===== src/rtl/scetu_pkg.sv =====
`timescale 1ns/1ps
package scetu_pkg;
  typedef enum logic [1:0] {
    DIR_OFF  = 2'b00,
    DIR_TX   = 2'b01,
    DIR_RX   = 2'b10,
    DIR_BOTH = 2'b11
  } dir_e;
endpackage


===== src/rtl/scetu_clkdiv.sv =====
`timescale 1ns/1ps
module scetu_clkdiv #(
  parameter int DIV_W = 8
) (
  input  logic             clk,
  input  logic             rst_n,
  input  logic             restart,
  input  logic [DIV_W-1:0] div,
  output logic             sck,
  output logic             fall_ev
);
  logic [DIV_W-1:0] cnt;
  logic             hit;

  assign hit     = (cnt == div);
  // card clock will drop at the next edge: one card-clock period ends
  assign fall_ev = hit & sck;

  always_ff @(posedge clk or negedge rst_n) begin
    if (!rst_n) begin
      cnt <= '0;
      sck <= 1'b0;
    end else if (restart) begin
      cnt <= '0;
      sck <= 1'b0;
    end else if (hit) begin
      cnt <= '0;
      sck <= ~sck;
    end else begin
      cnt <= cnt + 1'b1;
    end
  end
endmodule


===== src/rtl/scetu_etucnt.sv =====
`timescale 1ns/1ps
module scetu_etucnt #(
  parameter int ETU_W = 11
) (
  input  logic             clk,
  input  logic             rst_n,
  input  logic             restart,
  input  logic             fall_ev,
  input  logic [ETU_W-1:0] etu_len,
  output logic             wrap_ev,
  output logic             tick,
  output logic             sample
);
  logic [ETU_W-1:0] pcnt;
  logic [ETU_W-1:0] half;
  logic             mid_ev;

  assign half    = etu_len >> 1;
  assign wrap_ev = fall_ev && (pcnt == etu_len);
  assign mid_ev  = fall_ev && (pcnt == half);

  always_ff @(posedge clk or negedge rst_n) begin
    if (!rst_n) begin
      pcnt   <= '0;
      tick   <= 1'b0;
      sample <= 1'b0;
    end else if (restart) begin
      pcnt   <= '0;
      tick   <= 1'b0;
      sample <= 1'b0;
    end else begin
      tick   <= wrap_ev;
      sample <= mid_ev;
      if (fall_ev) pcnt <= wrap_ev ? '0 : pcnt + 1'b1;
    end
  end
endmodule


===== src/rtl/scetu_ctrl.sv =====
`timescale 1ns/1ps
module scetu_ctrl
  import scetu_pkg::*;
#(
  parameter int DIV_W   = 8,
  parameter int ETU_W   = 11,
  parameter int RST_DIV = 7,
  parameter int RST_ETU = 371
) (
  input  logic             clk,
  input  logic             rst_n,
  input  logic             time_wr,
  input  logic [DIV_W-1:0] cfg_div,
  input  logic [ETU_W-1:0] cfg_etu_len,
  input  logic             cfg_clk_pin_en,
  input  logic             cfg_selfchk,
  input  logic             dir_wr,
  input  logic             cfg_tx,
  input  logic             cfg_rx,
  input  logic             wrap_ev,
  output logic [DIV_W-1:0] div_q,
  output logic [ETU_W-1:0] etu_q,
  output logic             pin_en_q,
  output logic             self_q,
  output logic             restart,
  output logic             ready_q,
  output logic             tx_q,
  output logic             rx_q,
  output logic             err_q
);
  localparam logic [DIV_W-1:0] DIV_INIT = DIV_W'(RST_DIV);
  localparam logic [ETU_W-1:0] ETU_INIT = ETU_W'(RST_ETU);

  dir_e cur_dir, req_dir, nxt_dir;
  logic busy, self_eff, conflict, allow, same_or_off;

  assign cur_dir     = dir_e'({rx_q, tx_q});
  assign req_dir     = dir_e'({cfg_rx, cfg_tx});
  assign busy        = (cur_dir != DIR_OFF);
  assign restart     = time_wr & ~busy;
  assign self_eff    = restart ? cfg_selfchk : self_q;
  assign conflict    = (req_dir == DIR_BOTH) & ~self_eff;
  assign allow       = ready_q & ~restart;
  assign same_or_off = ~busy | (req_dir == cur_dir);

  always_comb begin
    nxt_dir = DIR_OFF;
    if (allow && !conflict && same_or_off) nxt_dir = req_dir;
  end

  always_ff @(posedge clk or negedge rst_n) begin
    if (!rst_n) begin
      div_q    <= DIV_INIT;
      etu_q    <= ETU_INIT;
      pin_en_q <= 1'b0;
      self_q   <= 1'b0;
      ready_q  <= 1'b0;
      tx_q     <= 1'b0;
      rx_q     <= 1'b0;
      err_q    <= 1'b0;
    end else begin
      if (restart) begin
        div_q    <= cfg_div;
        etu_q    <= cfg_etu_len;
        pin_en_q <= cfg_clk_pin_en;
        self_q   <= cfg_selfchk;
        ready_q  <= 1'b0;
      end else if (wrap_ev) begin
        ready_q  <= 1'b1;
      end
      if (dir_wr) begin
        tx_q  <= nxt_dir[0];
        rx_q  <= nxt_dir[1];
        err_q <= conflict;
      end
    end
  end
endmodule


===== src/rtl/scclk_etu_gen.sv =====
`timescale 1ns/1ps
module scclk_etu_gen #(
  parameter int DIV_W   = 8,
  parameter int ETU_W   = 11,
  parameter int RST_DIV = 7,
  parameter int RST_ETU = 371
) (
  input  logic             clk,
  input  logic             rst_n,
  input  logic             time_wr,
  input  logic [DIV_W-1:0] cfg_div,
  input  logic [ETU_W-1:0] cfg_etu_len,
  input  logic             cfg_clk_pin_en,
  input  logic             cfg_selfchk,
  input  logic             dir_wr,
  input  logic             cfg_tx,
  input  logic             cfg_rx,
  output logic             card_clk_o,
  output logic             etu_tick,
  output logic             etu_sample,
  output logic             link_ready,
  output logic             tx_en,
  output logic             rx_en,
  output logic             loopback,
  output logic             cfg_err
);
  logic [DIV_W-1:0] div_q;
  logic [ETU_W-1:0] etu_q;
  logic pin_en_q, self_q, restart, sck, fall_ev, wrap_ev;

  scetu_ctrl #(
    .DIV_W(DIV_W), .ETU_W(ETU_W), .RST_DIV(RST_DIV), .RST_ETU(RST_ETU)
  ) u_ctrl (
    .clk(clk), .rst_n(rst_n),
    .time_wr(time_wr), .cfg_div(cfg_div), .cfg_etu_len(cfg_etu_len),
    .cfg_clk_pin_en(cfg_clk_pin_en), .cfg_selfchk(cfg_selfchk),
    .dir_wr(dir_wr), .cfg_tx(cfg_tx), .cfg_rx(cfg_rx),
    .wrap_ev(wrap_ev),
    .div_q(div_q), .etu_q(etu_q), .pin_en_q(pin_en_q), .self_q(self_q),
    .restart(restart), .ready_q(link_ready),
    .tx_q(tx_en), .rx_q(rx_en), .err_q(cfg_err)
  );

  scetu_clkdiv #(.DIV_W(DIV_W)) u_div (
    .clk(clk), .rst_n(rst_n), .restart(restart), .div(div_q),
    .sck(sck), .fall_ev(fall_ev)
  );

  scetu_etucnt #(.ETU_W(ETU_W)) u_etu (
    .clk(clk), .rst_n(rst_n), .restart(restart), .fall_ev(fall_ev),
    .etu_len(etu_q), .wrap_ev(wrap_ev), .tick(etu_tick), .sample(etu_sample)
  );

  assign card_clk_o = sck & pin_en_q;
  assign loopback   = self_q;
endmodule


===== config.mk =====
export PLATFORM = sky130hd
export DESIGN_NAME = scclk_etu_gen
export DESIGN_NICKNAME = d
export VERILOG_FILES = /design/src/rtl/scetu_pkg.sv /design/src/rtl/scetu_clkdiv.sv /design/src/rtl/scetu_etucnt.sv /design/src/rtl/scetu_ctrl.sv /design/src/rtl/scclk_etu_gen.sv
export SDC_FILE = /design/constraint.sdc
export NUM_CORES = 1
export LEC_CHECK = 0
export BUFFER_PORTS_ARGS = -buffer_cell sky130_fd_sc_hd__buf_2
export CELL_PAD_IN_SITES_DETAIL_PLACEMENT = 1
export CELL_PAD_IN_SITES_GLOBAL_PLACEMENT = 1
export CORE_ASPECT_RATIO = 1.25
export CORE_MARGIN = 1.5
export CORE_UTILIZATION = 43
export CTS_CLUSTER_SIZE = 40
export DETAILED_ROUTE_END_ITERATION = 12
export PLACE_DENSITY_LB_ADDON = 0.1
export SYNTH_ARGS = -nofsm -noshare
export SYNTH_HDL_FRONTEND = slang
export SYNTH_SLANG_ARGS = --single-unit

===== constraint.sdc =====
create_clock -name clk -period 2.1 [get_ports clk]
set_clock_uncertainty 0.15 [all_clocks]
set_input_delay 0.21 -clock clk [delete_from_list [all_inputs] [get_ports clk]]
set_output_delay 0.21 -clock clk [all_outputs]
set_load 0.05 [all_outputs]

==> run summary, run 1 <==
CTS
---------------------------------------------------------------------------------
Clock-pin slew on the worst setup and hold paths ...................      0.09 ns
Clock latency of the later-clocked register in the worst-skew pair .      0.30 ns
Postcts setup bufs .................................................            0
TritonCTS sink count ...............................................           47
Clock root buffer ..................................................     clkbuf_8
H-tree Lvls ........................................................            2
Buffers from clock root to sink, at most ...........................            2
CTS tree ...........................................................          yes
Total clock buffers created by CTS .................................            5

FLOORPLAN
---------------------------------------------------------------------------------
Initial core utilization ...........................................        45.2%
DIE AREA ...........................................................     6230 µm²
I/O pins ...........................................................           35
Overall die width ..................................................      70.9 µm
Die height .........................................................      87.9 µm
Floorplan Core Area ................................................     5480 µm²
Row count ..........................................................           30

POWER AND IR DROP
---------------------------------------------------------------------------------
Maximum VDD drop ...................................................     0.341 mV
Relative contribution of sequential cells to total power ...........        53.8%
Leakage ............................................................   0.00149 µW
Switching pwr ......................................................       523 µW
Relative contribution of combinational cells to total power ........        16.3%
Proportion of power drawn by the clock network .....................        29.9%
Power density over cell area .......................................   613 nW/µm²
Switching share of total power .....................................        27.4%
Internal power of the cells ........................................      1390 µW

FINISH
---------------------------------------------------------------------------------
Fin cells ..........................................................          409
Post-layout nets ...................................................          373
Diodes inserted ....................................................            0
Seq. cell area .....................................................     1190 µm²
Area grow syn2layout ...............................................        25.7%
Commonest non-fill, non-tap cell in the layout .....................      nand2_1
Final instance area ................................................     3120 µm²
Share of layout cells above drive strength 1 .......................        22.0%
Total area of multi-input combinational cells ......................     1190 µm²
Number of fillers in the final layout ..............................          657
Highest-count cells in the layout ignoring fill and taps ........... nand2_1 (67), dfrtp_1 (38), buf_2 (34), xor2_1 (23), dlygate4sd3_1 (22)

TIMING
---------------------------------------------------------------------------------
Final count of negative-setup-slack endpoints ......................            0
Max-slew headroom ..................................................        65.3%
Max Freq ...........................................................    0.519 GHz
Final-layout worst hold slack ......................................    0.0414 ns
Count of pins over their slew limit ................................            0
RSZ-0062 raised after global routing ...............................        false
Count of final hold-check violations ...............................            0
Actual transition at the worst max-transition pin ..................     0.520 ns
Total Neg Setup Slack ..............................................         0 ns
Fraction of the cycle the final worst path needs ...................        91.8%
Minimum clock period ...............................................      1.93 ns

GLOBAL ROUTE
---------------------------------------------------------------------------------
Largest net degree at the start of global routing ..................           24
GRT Util Overall ...................................................        22.4%
Via count of the first global-routing pass .........................        2,377
Initial antenna violation count ....................................            0
Congestion Overflow GR .............................................            0
Global-route wire length before repair .............................    11,000 µm

SYNTH
---------------------------------------------------------------------------------
Post-synthesis sequential area ratio ...............................        47.9%
Net count of the mapped netlist ....................................          306
Mean area per synthesized cell .....................................     8.95 µm²
Synth async-reset ratio ............................................         100%
Warnings from Yosys ................................................            0
Post-synthesis instance area .......................................     2480 µm²
Distinct cell type count of the synthesized netlist ................           35
Number of synthesized register bits ................................           47
Number of instances in the synthesized netlist .....................          277
Top_reg_cell synth .................................................      dfrtp_1
Number of synthesized flops with an enable pin .....................            0

DETAILED ROUTING
---------------------------------------------------------------------------------
Final antenna-violating net count ..................................            0
Via density per instance ...........................................         5.24
Vias ...............................................................        2,145
Routed wire length per instance ....................................      15.4 µm
Detailed-route DRC error count .....................................            0
Pre-antenna DRT Iters ..............................................            4
First DRT Iteration DRCs ...........................................           98
Routed Wire Length .................................................      6280 µm

PLACED DESIGN
---------------------------------------------------------------------------------
Global placement routability congestion ............................        0.810
Placed instance area ...............................................     2800 µm²
Detailed Place HPWL ................................................      4550 µm
Number of input and output port buffers inserted ...................           34
Cell count after placement .........................................          379

SETUP PATH
---------------------------------------------------------------------------------
Worst-case register-to-register setup slack ........................      0.17 ns
Kind of launch point of the worst setup path .......................    flip-flop
Data required time of the worst path ...............................      2.12 ns
Type of element capturing the critical path ........................    flip-flop
Startpoint-to-endpoint class of the critical path ..................   reg -> reg
Critical path data arrival time ....................................      1.95 ns
CP Max Fanout ......................................................           12

MIN PATH
---------------------------------------------------------------------------------
Hold Path Class ....................................................    in -> reg

FLOW RUN
---------------------------------------------------------------------------------
Maximum Capacitance Violations .....................................            0

RUN STATUS
---------------------------------------------------------------------------------
Status ............................................................. finished, final reports clean

==> power by group through the flow <==
stage	registers, µW	logic (µW)	clock network (µW)
3_3_place_gp	1040	274	0
5_1_grt	1040	350	617
4_1_cts	1030	313	591
2_1_floorplan	1040	165	0
6_report	1030	311	571
3_5_place_dp	1050	280	0
==> cell type report <==
cell class / instances / area share [%]
well taps: 64 / 2.57
clock buffers: 7 / 2.77
clock inverters: 1 / 0.161
repair buffers: 76 / 17.3
flip-flops and latches: 47 / 38.1
inverters: 7 / 0.843
multi-input cells: 207 / 38.2
==> kinds of logic (layout without fill, tap and decap cells) <==
logic type,count (synthesis),in the layout,synth area share [%]
multiplexers,2,2,0.808
buffers and inverters,23,91,4.14
AO/OA/AOI/OAI,31,31,8.13
XOR/XNOR,38,38,13.4
adder cells (fa/ha/maj),2,2,1.01
flip-flops,47,47,47.9
AND/OR/NAND/NOR,134,134,24.6
==> worst max-delay path, stage by stage (launching register included) <==
cell      delay, ns
dfstp_2        0.54
xnor2_1        0.13
nand4_2        0.18
or3_4          0.50
nor2_2         0.22
a311oi_1       0.07
==> through the flow <==
| step | total power (µW) | utilization (%) | setup WS, ns |
|---|---|---|---|
| 6_report | 1910 | 56.9 | 0.172 |
| 5_1_grt | 2000 | 56.9 | 0.0376 |
| 4_1_cts | 1930 | 56.8 | 0.0839 |
| 3_5_place_dp | 1330 | 51.1 | 0.101 |
| 3_3_place_gp | 1310 | 51.1 | 0.173 |
| 2_1_floorplan | 1200 | - | 0.189 |
==> timing repair <==
action | CTS | global route
endpoints found under the hold margin | 39 | 0
resized for setup | 0 | 1
setup endpoints to repair | 0 | 4
hold buffers | 22 | 0
==> sequential cells by signal, summed over array words and instances, names as in the netlist <==
register and cells:
u_ctrl.rx_q 1, u_etu.tick 1, u_ctrl.ready_q 1, u_etu.sample 1, u_ctrl.self_q 1, u_ctrl.pin_en_q 1
u_ctrl.tx_q 1, u_div.cnt 8, u_ctrl.err_q 1, u_ctrl.div_q 8, u_div.sck 1, u_ctrl.etu_q 11
u_etu.pcnt 11
==> layer usage <==
layer	vias up	track usage, %	wire (µm)
li1	1054	-	-
met1	1049	28.1	2900
met2	38	40.1	3150
met3	4	3.91	189
met4	0	5.83	46
met5	-	0	0
==> cells in the mapped netlist, drive strengths merged, types with 2 or more instances <==
library cell / count / area [µm²]
nand2: 67 / 251
dfrtp: 38 / 951
xor2: 23 / 201
nor2: 22 / 82.6
nand3: 18 / 90.1
xnor2: 15 / 131
a21oi: 9 / 45.0
dfstp: 9 / 236
buf: 8 / 46.3
clkbuf: 8 / 30.0
inv: 7 / 26.3
nand4: 7 / 50.1
o21ai: 7 / 35.0
nor3: 6 / 35.0
nor4: 6 / 43.8
and3: 5 / 31.3
a211o: 2 / 17.5
a21boi: 2 / 15.0
a22oi: 2 / 15.0
a311oi: 2 / 17.5
a31oi: 2 / 12.5
ha: 2 / 25.0
mux2i: 2 / 20.0
o21a: 2 / 15.0
==> worst paths after layout <==
check	from	end	depth (start not counted)
max	u_ctrl.div_q[0]	u_etu.pcnt[3]	5
min	cfg_rx	u_ctrl.err_q	3
max reg2reg	u_ctrl.div_q[0]	u_etu.pcnt[3]	5
min reg2reg	u_ctrl.div_q[1]	u_ctrl.div_q[1]	2
max in group asynchronous	rst_n	u_ctrl.etu_q[8]	3
min in group asynchronous	rst_n	u_ctrl.tx_q	2
Note: power is estimated with default switching activity, not from simulation.
==> inputs of run 2 (changes only) <==
--- a/config.mk
+++ b/config.mk
@@ -10,10 +10,11 @@
 export CELL_PAD_IN_SITES_GLOBAL_PLACEMENT = 1
 export CORE_ASPECT_RATIO = 1.25
 export CORE_MARGIN = 1.5
-export CORE_UTILIZATION = 43
+export CORE_UTILIZATION = 45
 export CTS_CLUSTER_SIZE = 40
 export DETAILED_ROUTE_END_ITERATION = 12
 export PLACE_DENSITY_LB_ADDON = 0.1
 export SYNTH_ARGS = -nofsm -noshare
 export SYNTH_HDL_FRONTEND = slang
+export SYNTH_HIERARCHICAL = 1
 export SYNTH_SLANG_ARGS = --single-unit
==> run summary, run 2 <==
POWER AND IR DROP
---------------------------------------------------------------------------------
Switching share of total power .....................................        25.2%   -2.2 points
Relative contribution of combinational cells to total power ........        15.8%   -0.5 points
Switching pwr ......................................................       482 µW   -8.0%
Maximum VDD drop ...................................................     0.419 mV   +23%
Leakage ............................................................   0.00142 µW   -5.3%
Power density over cell area .......................................   586 nW/µm²   -4.3%
Proportion of power drawn by the clock network .....................        30.7%   +0.8 points
Internal power of the cells ........................................      1430 µW   +2.8%
Relative contribution of sequential cells to total power ...........        53.5%   -0.3 points

DETAILED ROUTING
---------------------------------------------------------------------------------
First DRT Iteration DRCs ...........................................           63   -36%
Routed wire length per instance ....................................      19.4 µm   +26%
Vias ...............................................................        1,880   -12%
Pre-antenna DRT Iters ..............................................            4   unchanged
Detailed-route DRC error count .....................................            0   unchanged
Final antenna-violating net count ..................................            0   unchanged
Routed Wire Length .................................................      6740 µm   +7.3%
Via density per instance ...........................................         5.42   +3.3%

TIMING
---------------------------------------------------------------------------------
Max Freq ...........................................................    0.435 GHz   -16%
Fraction of the cycle the final worst path needs ...................         109%   +18 points
Count of final hold-check violations ...............................            0   unchanged
Count of pins over their slew limit ................................            0   unchanged
Min setup slack post-route .........................................    -0.198 ns   -0.370 ns
Final count of negative-setup-slack endpoints ......................           15   +15
Max-slew headroom ..................................................        57.4%   -8.0 points
Minimum clock period ...............................................      2.30 ns   +0.370 ns
RSZ-0062 raised after global routing ...............................         true
Actual transition at the worst max-transition pin ..................     0.639 ns   +0.120 ns

SYNTH
---------------------------------------------------------------------------------
Most area-hungry cell type in the Yosys netlist ....................      dfrtp_1
Number of synthesized register bits ................................           47   unchanged
Synth Area in Simple Gates .........................................        14.9%   -9.7 points
Mean area per synthesized cell .....................................     11.7 µm²   +31%
Number of synthesized flops with an enable pin .....................            0   unchanged
Dominant combinational cell family by area after synthesis ......... XOR/XNOR gates
Post-synthesis sequential area ratio ...............................        48.8%   +0.91 points
Warnings from Yosys ................................................            6   +6
Top cell types by occurrence after synthesis ....................... dfrtp_1 (38), xnor2_1 (26), nor2_1 (23), mux2_2 (20), xor2_1 (17)
Main area contributors after synthesis ............................. dfrtp_1 (39%), dfstp_2 (9.7%), xnor2_1 (9.4%)
Distinct cell type count of the synthesized netlist ................           42   +20%
Most used standard cell by instance count after synthesis ..........      dfrtp_1
Xor-xnor portion of the synthesized cell area ......................        16.8%   +3.4 points
Multiplexer fraction of the synthesized cell area ..................        10.1%   +9.3 points
Fraction of synthesized cell area taken by the top area cell type ..        39.1%   +0.73 points
Top_reg_cell synth .................................................      dfrtp_1
Complex-gate fraction of the synthesized area ......................        4.94%   -3.2 points
Adder and majority gate portion of the synthesized area ............        1.03%   +0.019 points
Number of instances in the synthesized netlist .....................          208   -25%
Post-synthesis instance area .......................................     2430 µm²   -1.9%
Synth async-reset ratio ............................................         100%   unchanged
Net count of the mapped netlist ....................................          237   -23%

SETUP PATH
---------------------------------------------------------------------------------
Kind of launch point of the worst setup path .......................    flip-flop
Type of element capturing the critical path ........................    flip-flop
CP Max Fanout ......................................................            5   -7
Worst-case register-to-register setup slack ........................     -0.20 ns   -0.37 ns
Startpoint-to-endpoint class of the critical path ..................   reg -> reg
Data required time of the worst path ...............................      2.14 ns   +0.02 ns
Critical path data arrival time ....................................      2.34 ns   +0.39 ns

PLACED DESIGN
---------------------------------------------------------------------------------
Global placement routability congestion ............................        0.880   +8.7%
Cell count after placement .........................................          315   -17%
Number of input and output port buffers inserted ...................           34   unchanged
Detailed Place HPWL ................................................      4230 µm   -7.0%

FLOORPLAN
---------------------------------------------------------------------------------
Row count ..........................................................           29   -3.3%
Overall die width ..................................................      68.8 µm   -3.0%
Initial core utilization ...........................................        47.2%   +2.0 points
Floorplan Core Area ................................................     5150 µm²   -6.0%
DIE AREA ...........................................................     5860 µm²   -6.0%
Die height .........................................................      85.2 µm   -3.1%
I/O pins ...........................................................           35   unchanged

GLOBAL ROUTE
---------------------------------------------------------------------------------
Via count of the first global-routing pass .........................        2,076   -13%
Congestion Overflow GR .............................................            0   unchanged
GRT Util Overall ...................................................        23.5%   +1.0 points
Initial antenna violation count ....................................            0   unchanged
Global-route wire length before repair .............................    10,100 µm   -8.3%
Largest net degree at the start of global routing ..................           28   +17%

FINISH
---------------------------------------------------------------------------------
Area grow syn2layout ...............................................        33.7%
Share of layout cells above drive strength 1 .......................        45.3%   +23 points
Post-layout nets ...................................................          313   -16%
Highest-count cells in the layout ignoring fill and taps ........... dfrtp_1 (36), buf_2 (34), xnor2_1 (25), mux2_2 (20)
Regs by FF count ................................................... u_ctrl/etu_q x11, u_etu/pcnt x11
Fin cells ..........................................................          347   -15%
Number of fillers in the final layout ..............................          533   -19%
Share of the core filled with cells in the final layout ............        63.1%   +6.3 points
Commonest non-fill, non-tap cell in the layout .....................      dfrtp_1
Diodes inserted ....................................................            0   unchanged

RUN STATUS
---------------------------------------------------------------------------------
Status ............................................................. complete, but fails checks
Violations in the final reports .................................... setup timing

CTS
---------------------------------------------------------------------------------
Clock latency of the later-clocked register in the worst-skew pair .      0.30 ns   about the same
H-tree Lvls ........................................................            2   unchanged
Total clock buffers created by CTS .................................            5   unchanged
Clock root buffer ..................................................     clkbuf_8
Clock-pin slew on the worst setup and hold paths ...................      0.08 ns   about the same
Buffers from clock root to sink, at most ...........................            2   unchanged
CTS tree ...........................................................          yes
TritonCTS sink count ...............................................           47   unchanged

FLOW RUN
---------------------------------------------------------------------------------
Maximum Capacitance Violations .....................................            0   unchanged

MIN PATH
---------------------------------------------------------------------------------
Hold Path Class ....................................................    in -> reg

[run 2: changes by cell type in the layout (fill, tap and decap cells not counted), moves of 6 or more]
cell	change
nand2_1	-62
mux2_2	+20
nand3_1	-12
xnor2_1	+10
a21oi_1	-8
buf_6	+7
nor2_2	+6
xor2_1	-6
[run 2: area by class of cell]
cell class	instances	area, µm²	share of cell area (%)
well taps	62	77.6	2.38
multi-input cells	146	1280	39.2
inverters	8	30.0	0.923
flip-flops and latches	47	1190	36.6
clock buffers	8	100	3.08
repair buffers	76	579	17.8
[run 2: worst paths after layout]
kind / startpoint / end / cells past startpoint
hold / removal: cfg_etu_len[3] / u_ctrl/etu_q[3] / 2
hold reg to reg: u_ctrl/err_q / u_ctrl/err_q / 2
setup reg to reg: u_ctrl/div_q[5] / u_etu/pcnt[6] / 9
setup / recovery: u_ctrl/div_q[5] / u_etu/pcnt[6] / 9
max in group asynchronous: rst_n / u_ctrl/etu_q[0] / 3
min in group asynchronous: rst_n / u_etu/pcnt[4] / 2
[run 2: cell families after synthesis]
family,Yosys count
simple gates,62
compound gates,14
buf+inv,16
flops,47
mux,22
fa+ha+maj,2
xor+xnor,45
[run 2: stage by stage]
| step | setup TNS [ns] | power, µW | area, µm² | hold slack, ns | setup slack [ns] |
|---|---|---|---|---|---|
| floorplan | 0 | 1180 | 2440 | -0.236 | 0.00564 |
| global placement | -0.0506 | 1270 | 2800 | 0.0995 | -0.0230 |
| detailed placement | -1.45 | 1290 | 2800 | 0.115 | -0.157 |
| CTS | -0.0830 | 1920 | 3170 | 0.000716 | -0.0143 |
| finish | -2.44 | 1910 | 3250 | 0.0102 | -0.198 |
| global route | -3.21 | 2000 | 3250 | 0.000566 | -0.240 |
[run 2: repair_timing]
item,in CTS,in global routing
buffers inserted,5,1
endpoints found under the hold margin,37,0
resized for setup,14,17
hold buffers,17,0
endpoints found under the setup margin,14,14
cloned,1,0
pin swaps,12,4
[run 2: routing by layer]
metal | GRT usage, % | vias to the layer above | routed length [µm]
met4 | 7.49 | 0 | 246
met1 | 24.8 | 954 | 2360
met3 | 3.85 | 22 | 175
met2 | 44.9 | 39 | 3960
li1 | - | 865 | -
met5 | 0 | - | 0
[run 2: critical path, cell delays in order (launching register included)]
cell	delay, ns
dfrtp_1	0.41
xnor2_1	0.30
nand4_2	0.21
nor2_2	0.18
and2_4	0.20
nand4_1	0.11
buf_6	0.16
o31ai_4	0.26
buf_6	0.17
nor2_1	0.04
[run 2: power by group through the flow]
| stage | clock network (µW) | logic (µW) | registers [µW] |
|---|---|---|---|
| 5_1_grt | 650 | 326 | 1030 |
| 2_1_floorplan | 0 | 147 | 1030 |
| 3_5_place_dp | 0 | 256 | 1040 |
| 3_3_place_gp | 0 | 243 | 1030 |
| 4_1_cts | 614 | 289 | 1020 |
| 6_report | 586 | 301 | 1020 |
